File: src/rtl/lpf_pkg.sv
package lpf_pkg;
  localparam int ELEM_W     = 8;
  localparam int FMT_W      = 3;
  localparam int EXP_MAXW   = 5;
  localparam int MAN_MAXW   = 3;
  localparam int POS_W      = $clog2(MAN_MAXW);
  localparam int F32_EXP_W  = 8;
  localparam int F32_FRAC_W = 23;
  localparam int F32_W      = 1 + F32_EXP_W + F32_FRAC_W;
  localparam int F32_BIAS   = 127;
  localparam int EXPW_W     = $clog2(EXP_MAXW + 1);
  localparam int MANW_W     = $clog2(MAN_MAXW + 1);
  localparam int WEXP_W     = F32_EXP_W + 1;
  localparam logic [F32_W-1:0] QNAN = 32'h7FC0_0000;

  typedef enum logic [FMT_W-1:0] {
    FMT_E4M3 = 3'd0,
    FMT_E5M2 = 3'd1,
    FMT_E2M3 = 3'd2,
    FMT_E3M2 = 3'd3,
    FMT_E2M1 = 3'd4
  } fmt_e;

  typedef struct packed {
    logic                legal;
    logic                uzero;   // unsigned-zero finite flavour active
    logic                sat_e4;  // all-ones exp+man is NaN
    logic                inf_e5;  // all-ones exp is inf/NaN
    logic [EXPW_W-1:0]   exp_w;
    logic [MANW_W-1:0]   man_w;
    logic [EXP_MAXW-1:0] bias;
  } fmt_info_t;

  function automatic fmt_info_t fmt_lookup(input logic [FMT_W-1:0] code, input logic fnuz);
    fmt_info_t f;
    f.legal  = 1'b1;
    f.uzero  = 1'b0;
    f.sat_e4 = 1'b0;
    f.inf_e5 = 1'b0;
    f.exp_w  = EXPW_W'(4);
    f.man_w  = MANW_W'(3);
    f.bias   = EXP_MAXW'(7);
    case (code)
      FMT_E4M3: begin
        f.uzero  = fnuz;
        f.sat_e4 = !fnuz;
        f.bias   = fnuz ? EXP_MAXW'(8) : EXP_MAXW'(7);
      end
      FMT_E5M2: begin
        f.uzero  = fnuz;
        f.inf_e5 = !fnuz;
        f.exp_w  = EXPW_W'(5);
        f.man_w  = MANW_W'(2);
        f.bias   = fnuz ? EXP_MAXW'(16) : EXP_MAXW'(15);
      end
      FMT_E2M3: begin
        f.exp_w = EXPW_W'(2);
        f.man_w = MANW_W'(3);
        f.bias  = EXP_MAXW'(1);
      end
      FMT_E3M2: begin
        f.exp_w = EXPW_W'(3);
        f.man_w = MANW_W'(2);
        f.bias  = EXP_MAXW'(3);
      end
      FMT_E2M1: begin
        f.exp_w = EXPW_W'(2);
        f.man_w = MANW_W'(1);
        f.bias  = EXP_MAXW'(1);
      end
      default: f.legal = 1'b0;
    endcase
    return f;
  endfunction
endpackage

File: src/rtl/lpf_fields.sv
module lpf_fields
  import lpf_pkg::*;
(
  input  logic [ELEM_W-1:0]   elem_i,
  input  fmt_info_t           info_i,
  output logic                sign_o,
  output logic [EXP_MAXW-1:0] exp_o,
  output logic [MAN_MAXW-1:0] man_la_o,
  output logic                exp_ones_o,
  output logic                man_ones_o
);
  logic [EXP_MAXW:0]   ones_sh;
  logic [EXP_MAXW-1:0] exp_mask;
  logic [MAN_MAXW-1:0] man_mask;
  logic [MAN_MAXW-1:0] man_raw;
  logic [2:0]          sign_pos;

  always_comb begin
    ones_sh    = (EXP_MAXW+1)'(1) << info_i.exp_w;
    exp_mask   = EXP_MAXW'(ones_sh - (EXP_MAXW+1)'(1));
    man_mask   = MAN_MAXW'(((MAN_MAXW+1)'(1) << info_i.man_w) - (MAN_MAXW+1)'(1));
    sign_pos   = 3'(info_i.exp_w) + 3'(info_i.man_w);
    sign_o     = elem_i[sign_pos];
    exp_o      = EXP_MAXW'(elem_i >> info_i.man_w) & exp_mask;
    man_raw    = elem_i[MAN_MAXW-1:0] & man_mask;
    // left-align so bit MAN_MAXW-1 always weighs 1/2
    man_la_o   = man_raw << (MANW_W'(MAN_MAXW) - info_i.man_w);
    exp_ones_o = (exp_o == exp_mask);
    man_ones_o = (man_raw == man_mask);
  end
endmodule

File: src/rtl/lpf_lzd.sv
module lpf_lzd #(
  parameter int W  = 3,
  parameter int PW = (W > 1) ? $clog2(W) : 1
) (
  input  logic [W-1:0]  vec_i,
  output logic [PW-1:0] pos_o,
  output logic          found_o
);
  logic [W-1:0] hi;

  for (genvar i = 0; i < W; i++) begin : g_hi
    if (i == W - 1) begin : g_top
      assign hi[i] = vec_i[i];
    end else begin : g_low
      assign hi[i] = vec_i[i] & ~(|vec_i[W-1:i+1]);
    end
  end

  always_comb begin
    pos_o = '0;
    for (int i = 0; i < W; i++) begin
      if (hi[i]) pos_o = pos_o | PW'(i);
    end
  end

  assign found_o = |vec_i;

  always_comb begin
    if (found_o) begin

      lzd_lead_chk: assert ((vec_i >> pos_o) == W'(1));
    end
  end
endmodule

File: src/rtl/lpf_pack.sv
module lpf_pack
  import lpf_pkg::*;
(
  input  fmt_info_t           info_i,
  input  logic                sign_i,
  input  logic [EXP_MAXW-1:0] exp_i,
  input  logic [MAN_MAXW-1:0] man_la_i,
  input  logic                exp_ones_i,
  input  logic                man_ones_i,
  input  logic [POS_W-1:0]    lead_i,
  input  logic                nz_man_i,
  output logic [F32_W-1:0]    word_o
);
  logic                  exp_zero, is_zero, is_sub, is_nan, is_inf;
  logic [WEXP_W-1:0]     wexp;
  logic [MAN_MAXW-1:0]   frac_hi;
  logic [F32_FRAC_W-1:0] frac;

  always_comb begin
    exp_zero = (exp_i == '0);
    is_zero  = exp_zero && !nz_man_i;
    is_sub   = exp_zero && nz_man_i;
    is_nan   = !info_i.legal
             || (info_i.uzero && sign_i && is_zero)
             || (info_i.sat_e4 && exp_ones_i && man_ones_i)
             || (info_i.inf_e5 && exp_ones_i && nz_man_i);
    is_inf   = info_i.inf_e5 && exp_ones_i && !nz_man_i;

    if (is_sub) begin
      // 0.m * 2^(1-bias) with leading one at lead_i of left-aligned m
      wexp    = WEXP_W'(lead_i) + WEXP_W'(F32_BIAS + 1 - MAN_MAXW) - WEXP_W'(info_i.bias);
      frac_hi = man_la_i << (MANW_W'(MAN_MAXW) - MANW_W'(lead_i));
    end else begin
      wexp    = WEXP_W'(exp_i) + WEXP_W'(F32_BIAS) - WEXP_W'(info_i.bias);
      frac_hi = man_la_i;
    end
    frac = {frac_hi, {(F32_FRAC_W-MAN_MAXW){1'b0}}};

    if (is_nan)       word_o = QNAN;
    else if (is_inf)  word_o = {sign_i, {F32_EXP_W{1'b1}}, {F32_FRAC_W{1'b0}}};
    else if (is_zero) word_o = {sign_i & ~info_i.uzero, {(F32_W-1){1'b0}}};
    else              word_o = {sign_i, wexp[F32_EXP_W-1:0], frac};
  end

  always_comb begin
    if (!is_nan && !is_inf && !is_zero) begin

      exp_range_chk: assert (wexp != '0 && wexp < WEXP_W'((1 << F32_EXP_W) - 1));
    end
  end
endmodule

File: src/rtl/lpf_to_fp32.sv
module lpf_to_fp32
  import lpf_pkg::*;
(
  input  logic              clk_i,
  input  logic              rst_ni,
  input  logic              in_valid_i,
  input  logic [ELEM_W-1:0] elem_i,
  input  logic [FMT_W-1:0]  fmt_i,
  input  logic              fnuz_i,
  output logic              out_valid_o,
  output logic [F32_W-1:0]  result_o
);
  fmt_info_t           info;
  logic                sign, exp_ones, man_ones, nz_man;
  logic [EXP_MAXW-1:0] exp_f;
  logic [MAN_MAXW-1:0] man_la;
  logic [POS_W-1:0]    lead;
  logic [F32_W-1:0]    word;

  assign info = fmt_lookup(fmt_i, fnuz_i);

  lpf_fields u_fields (
    .elem_i     (elem_i),
    .info_i     (info),
    .sign_o     (sign),
    .exp_o      (exp_f),
    .man_la_o   (man_la),
    .exp_ones_o (exp_ones),
    .man_ones_o (man_ones)
  );

  lpf_lzd #(.W(MAN_MAXW), .PW(POS_W)) u_lzd (
    .vec_i   (man_la),
    .pos_o   (lead),
    .found_o (nz_man)
  );

  lpf_pack u_pack (
    .info_i     (info),
    .sign_i     (sign),
    .exp_i      (exp_f),
    .man_la_i   (man_la),
    .exp_ones_i (exp_ones),
    .man_ones_i (man_ones),
    .lead_i     (lead),
    .nz_man_i   (nz_man),
    .word_o     (word)
  );

  always_ff @(posedge clk_i or negedge rst_ni) begin
    if (!rst_ni) begin
      out_valid_o <= 1'b0;
      result_o    <= '0;
    end else begin
      out_valid_o <= in_valid_i;
      if (in_valid_i) result_o <= word;
    end
  end


  valid_lat_chk: assert property (@(posedge clk_i) disable iff (!rst_ni)
    out_valid_o == $past(in_valid_i));


  hold_chk: assert property (@(posedge clk_i) disable iff (!rst_ni)
    !in_valid_i |=> $stable(result_o));


  no_denorm_chk: assert property (@(posedge clk_i) disable iff (!rst_ni)
    (out_valid_o && result_o[F32_W-2 -: F32_EXP_W] == '0) |-> result_o[F32_FRAC_W-1:0] == '0);


  nan_canon_chk: assert property (@(posedge clk_i) disable iff (!rst_ni)
    (out_valid_o && (&result_o[F32_W-2 -: F32_EXP_W]) && (|result_o[F32_FRAC_W-1:0]))
      |-> result_o == QNAN);


  uzero_pos_chk: assert property (@(posedge clk_i) disable iff (!rst_ni)
    (in_valid_i && fnuz_i && fmt_i <= FMT_W'(1)) |=> result_o != 32'h8000_0000);
endmodule

File: config.mk
export PLATFORM = sky130hd
export DESIGN_NAME = lpf_to_fp32
export DESIGN_NICKNAME = d
export VERILOG_FILES = /design/src/rtl/lpf_pkg.sv /design/src/rtl/lpf_fields.sv /design/src/rtl/lpf_lzd.sv /design/src/rtl/lpf_pack.sv /design/src/rtl/lpf_to_fp32.sv
export SDC_FILE = /design/constraint.sdc
export NUM_CORES = 1
export LEC_CHECK = 0
export BUFFER_PORTS_ARGS = -buffer_cell sky130_fd_sc_hd__buf_2
export CAP_MARGIN = 5
export CORE_MARGIN = 4
export CORE_UTILIZATION = 45
export DETAILED_ROUTE_END_ITERATION = 7
export GPL_TIMING_DRIVEN = 0
export PLACE_DENSITY = 0.84
export SYNTH_ARGS = -nofsm -noshare
export SYNTH_HDL_FRONTEND = slang
export SYNTH_SLANG_ARGS = --single-unit
File: constraint.sdc
create_clock -name clk_i -period 0.8 [get_ports clk_i]
set_input_delay 0.12 -clock clk_i [delete_from_list [all_inputs] [get_ports clk_i]]
set_output_delay 0.12 -clock clk_i [all_outputs]
set_load 0.03 [all_outputs]
[Word-level counts from Yosys, hierarchy flattened]
Cells that the tools add are included.
W data, S select, Z words.
Storage, ports and cells
  bits in registers: 33
  input bits: 15
  output and inout bits: 33
  word-level logic and storage cells: 67
Cells by class
  add/subtract/negate cells: 9
  $lt $le $gt $ge: 1
  equality and inequality tests: 6
  shift-type cells: 5
  mux-type cells: 17
  bitwise gates (word level): 6
  reduce and logical (&&, ||, !) cells: 21
Operator list (number)
  $mux W32: 3
  $pmux W5 S4: 2
  $sub A8 B5 Y8: 2
  $logic_and A1 B1 Y1: 9
  $add A2 B7 Y8 const B: 1
  $add A5 B7 Y8 const B: 1
  $mux W8: 1
  $shr A8 B2 Y5: 1
  $eq A3 B2 Y1 const B: 2
  $mux W1: 6
  $shl A3 B2 Y3: 2
  $and A5 B5 Y5: 1
  $eq A5 B5 Y1: 1
  $logic_not A5 Y1: 1
  $mux W5: 1
  $reduce_or A5 Y1: 1
  $shl A1 B3 Y5 const A: 1
  $sub A5 B1 Y5 const B: 1
  $lt A3 B4 Y1 const B: 1
  $mux W4: 1
  $reduce_or A2 Y1: 2
  $sub A2 B2 Y2 const A: 2
  $add A3 B2 Y3: 1
  $and A3 B3 Y3: 1
  14 further kinds: 20

[Logic depth before layout (Yosys ltp)]
  depth in word-level cells: 16
  depth in mapped cells: 15
  mapped depth without buffers: 13

[Cells and area by module]
A second synthesis with hierarchy kept.
Unflattened totals
  cell total of the unflattened synthesis: 269
  area, all modules: 2778.9 µm²
Modules (own cells, without submodules)
  lpf_to_fp32: instances 1, cells an instance 89, area an instance 1365.1 µm², seq. area each 825.8 µm²
  lpf_pack: instances 1, cells an instance 123, area an instance 917.1 µm², seq. area each 0.0 µm²
  lpf_fields: instances 1, cells an instance 54, area an instance 476.7 µm², seq. area each 0.0 µm²
  lpf_lzd: instances 1, cells an instance 3, area an instance 20.0 µm², seq. area each 0.0 µm²

[Least setup slack after synthesis]
No wires, ideal clock.
  kind: input-to-reg
  start point: input port fmt_i[0]
  end point: register result_o[28]
  setup time: 142 ps
  arrival time: 2585 ps
  slack: -1926 ps
  cell stages on the path: 15
  path buffers: 2
  cells stage by stage: buf_2 buf_1 o21ai_0 o31ai_1 inv_1 nand2_1 ha_1 inv_1 ha_1 fa_1 a21oi_1 o21bai_1 xnor2_1 a31oi_1 a31oi_1
Between the ends
  longest elaborated chain between the ends: 16
  elaborated cells between the ends (all ways): 56
Ends and longest elaborated chain
  from (decl): line lpf_to_fp32.sv:8  | input logic [FMT_W-1:0] fmt_i,
  $eq A3 B3 Y1, or another cell as far along: line lpf_pkg.sv:43  | case (code)
  $pmux W5 S4: line lpf_pkg.sv:43
  $shl A1 B2 Y3: line lpf_fields.sv:21  | man_mask = MAN_MAXW'(((MAN_MAXW+1)'(1) << info_i.man_w) - (MAN_MAXW+1)'(1));
  $sub A3 B2 Y3: line lpf_fields.sv:21
  $and A3 B3 Y3: line lpf_fields.sv:25  | man_raw = elem_i[MAN_MAXW-1:0] & man_mask;
  $shl A3 B2 Y3: line lpf_fields.sv:27  | man_la_o = man_raw << (MANW_W'(MAN_MAXW) - info_i.man_w);
  $not A1 Y1: line lpf_lzd.sv:15  | assign hi[i] = vec_i[i] & ~(|vec_i[W-1:i+1]);
  $and A1 B1 Y1: line lpf_lzd.sv:15
  $mux W1: line lpf_lzd.sv:22  | if (hi[i]) pos_o = pos_o | PW'(i);
  $mux W2: line lpf_lzd.sv:22
  $add A2 B7 Y8: line lpf_pack.sv:31  | wexp = WEXP_W'(lead_i) + WEXP_W'(F32_BIAS + 1 - MAN_MAXW) - WEXP_W'(info_i.bias);
  $sub A8 B5 Y8: line lpf_pack.sv:31
  $mux W8: line lpf_pack.sv:29  | if (is_sub) begin
  $mux W32: line lpf_pack.sv:41  | else if (is_zero) word_o = {sign_i & ~info_i.uzero, {(F32_W-1){1'b0}}};
  $mux W32: line lpf_pack.sv:40  | else if (is_inf) word_o = {sign_i, {F32_EXP_W{1'b1}}, {F32_FRAC_W{1'b0}}};
  $mux W32 (*): line lpf_pack.sv:39  | if (is_nan) word_o = QNAN;
  to (signal assigned): line lpf_to_fp32.sv:56  | if (in_valid_i) result_o <= word;
  to (decl): line lpf_to_fp32.sv:11  | output logic [F32_W-1:0] result_o
Mark *: on every way between the ends. The rest lies on a longest branch, timed or not. The select of a mux whose other input is x is not followed.
A chain may end at the register's enable or synchronous reset.

[Worst setup path after layout]
Same ends and word-level chain as after synthesis.

==> flow_summary.json <==
{
  "outcome": "complete, but fails checks",
  "violations": "negative setup slack",
  "n_fill_cell": 225,
  "io_pins": 48,
  "dp_slack_ns": -1.909,
  "rsz0062_at_grt": "true",
  "firstDrtPassIters": 4,
  "port-buffer-count": 25,
  "wirelength_um": 6293,
  "antenna_found_initial": 0,
  "grt.overflow.total": 0,
  "fin_util_pct": 77.10,
  "drt_iter0_markers": 261,
  "seq_area_frac_synth_pct": 18.40,
  "ys_warn_count": 0,
  "p_switching_mw": 1.542,
  "area_growth_pct": 62.07,
  "gp_congestion": 0.9575,
  "drc_errors": 0,
  "core_um2": 3716,
  "cts_buffer_depth": 2,
  "ant_nets": 0,
  "path_class": "input port to register",
  "cts_tree": "done",
  "max_freq_mhz": 441.6,
  "die_area_um2": 4996,
  "power.density_nw_per_um2": 1324,
  "synthArstFlopShare_pct": 100.0,
  "placement_rows": 22,
  "wl_per_cell_um": 17.24,
  "fin_ws_ns": -1.464,
  "syn-instance-count": 218,
  "ys.flop_type": "dfrtp_1",
  "clkPwrFrac_pct": 15.7,
  "dpl.hpwl_um": 3595,
  "cts_root_buf": "clkbuf_8",
  "finalCritPeriodShare_pct": 283.0,
  "max-vdd-ir-drop_mv": 0.5338,
  "hold_viol": 0,
  "grt_usage_pct": 23.82,
  "grt_pass1_vias": 2089,
  "worstHoldPathType": "input port to register",
  "cp.required_ns": 0.96,
  "clk_pin_slew_ns": 0.05,
  "dr_total_vias": 2042,
  "crit_path_end_kind": "register",
  "grt_max_degree": 14,
  "fin_nets": 349,
  "layout_commonest_cell": "buf_4",
  "setup_total_negative_slack_ns": -17.68,
  "die_w_um": 70.68,
  "synth_enable_flop_cells": 0,
  "antenna-diode-count": 0,
  "skew_ns": 0,
  "start_kind": "input port",
  "cap_violations": 0,
  "sw_frac_of_total_pct": 40.66,
  "setup_violations": 25,
  "tightest_slew_ns": 0.6021,
  "pwr-share-seq_pct": 22.1,
  "synth_seq_cells": 13,
  "grt_pass1_wl_um": 9715,
  "cts_buffers": 3,
  "start_util_pct": 47.58,
  "drv_slew": 0,
  "vias_per_cell": 5.595,
  "p_leak_nw": 1.349,
  "cts.sink_count": 13,
  "internal_power_mw": 2.251,
  "netlist_area_um2": 1768,
  "cp.arrival_ns": 2.43,
  "final_cell_mix": "59 x buf_4, 23 x buf_6, 23 x conb_1, 15 x nor2_1",
  "avgSynthCellArea_um2": 8.110,
  "clock_latency_ns": 0.25,
  "slew_headroom_pct": 59.52,
  "layout-drive-gt1-share_pct": 46.69,
  "pwr-share-comb_pct": 62.2,
  "cp_max_fo": 7,
  "yosysUniqueCellTypes": 59,
  "htree_levels": 1,
  "chipHeight_um": 70.68,
  "fin_crit_ns": 2.264
}
## sequential cells by signal, summed over array words and instances (netlist names)
name / count
result_o: 12
out_valid_o: 1
## cells by family (layout without fill, tap and decap cells)
family	count (synthesis)	after routing	synth area share (%)
AOI/OAI and AO/OA	58	58	22.22
xor gates and xnor gates	8	8	3.963
adders and majority gates	16	16	12.60
buffers and inverters	45	123	15.50
DFF	13	13	18.40
muxes	5	5	3.609
other	2	23	0.4248
and+or+nand+nor	71	71	23.28
## synthesized netlist by cell type (2+ instances only)
master    number  share of area, %
mux2i_1        3               1.7
a211oi_1       2              0.85
and2_1         3               1.1
nand4_1        4               1.4
o21ai_0        9               2.5
nand2b_1       3               1.1
nor2_1        16               3.4
clkbuf_1       3              0.64
conb_1         2              0.42
nand3b_1       2              0.85
nor3b_1        3               1.3
and3b_1        2              0.99
buf_2          3              0.85
buf_1          2              0.42
nand2_1       15               3.2
xor2_1         4               2.0
ha_1          13               9.2
xnor2_1        4               2.0
fa_1           3               3.4
and3_1         4               1.4
buf_6          3               1.9
o31ai_1        2              0.85
inv_1         13               2.8
a31oi_1       13               4.6
nand3_1        4               1.1
buf_4         21               8.9
nor4_1         2              0.71
a21oi_1       14               4.0
nor3_1         3              0.85
dfrtp_1       13                18
a21o_1         2              0.85
## what timing repair did
action / 4_1_cts / 5_1_grt
hold buffers: 1 / 0
buffers inserted: 37 / 7
cloned: 4 / 0
endpoints found under the hold margin: 13 / 0
setup endpoints to repair: 25 / 25
gates resized for setup: 62 / 5
pin swaps: 33 / 16
## path summary, 6_finish.rpt
check,from,slack [ns],end,cells past startpoint
setup / recovery,fmt_i[0],-1.46,result_o[28]$_DFFE_PN0P_,16
setup reg to reg,result_o[22]$_DFFE_PN0P_,-0.06,result_o[22]$_DFFE_PN0P_,2
hold / removal,in_valid_i,0.07,out_valid_o$_DFF_PN0_,1
hold reg to reg,result_o[27]$_DFFE_PN0P_,0.59,result_o[27]$_DFFE_PN0P_,2
min in group asynchronous,rst_ni,0.28,result_o[24]$_DFFE_PN0P_,2
max in group asynchronous,rst_ni,0.30,result_o[22]$_DFFE_PN0P_,2
## per-layer routing
| layer | global-route usage [%] | part of all wire [%] | wire [um] |
|---|---|---|---|
| met5 | 0 | 0 | 0 |
| met4 | 12.11 | 4.1 | 259 |
| met1 | 26.68 | 38 | 2395 |
| met2 | 44.08 | 51 | 3185 |
| met3 | 2.557 | 7.2 | 453 |
## layout make-up
type | count | area, um^2 | area share [%]
Timing Repair Buffer | 74 | 669.4 | 23.36
Sequential cell | 13 | 325.3 | 11.35
Multi-Input combinational cell | 181 | 1428 | 49.83
Inverter | 13 | 51.30 | 1.790
Clock buffer | 4 | 45.04 | 1.572
Buffer | 32 | 286.5 | 10.00
Tap cell | 48 | 60.06 | 2.096
## metrics by stage
stage	hold WS [ns]	total power, mW	std cells	instance area [um^2]
2_1_floorplan	-0.1756	2.110	239	1994
3_3_place_gp	0.01037	2.435	312	2180
3_5_place_dp	0.01520	2.476	312	2180
4_1_cts	0.03523	3.607	358	2795
5_1_grt	0.05305	3.978	365	2865
6_report	0.06770	3.793	365	2865
## power by group through the flow
stage / Combinational (mW) / Sequential [mW] / Clock, mW
3_3_place_gp: 1.62 / 0.813 / 0
3_5_place_dp: 1.65 / 0.822 / 0
2_1_floorplan: 1.08 / 1.03 / 0
5_1_grt: 2.50 / 0.849 / 0.631
6_report: 2.36 / 0.838 / 0.595
4_1_cts: 2.18 / 0.832 / 0.594
## critical path: stages
cell	delay, ns
buf_8	0.11
buf_8	0.13
buf_8	0.12
o21ai_4	0.15
o31ai_4	0.10
inv_2	0.09
nand2_4	0.07
ha_4	0.26
inv_2	0.04
ha_4	0.16
fa_2	0.38
a21oi_2	0.13
o21bai_1	0.11
xnor2_1	0.16
a31oi_1	0.09
a31oi_1	0.20
Note: power is estimated with default switching activity, not from simulation.
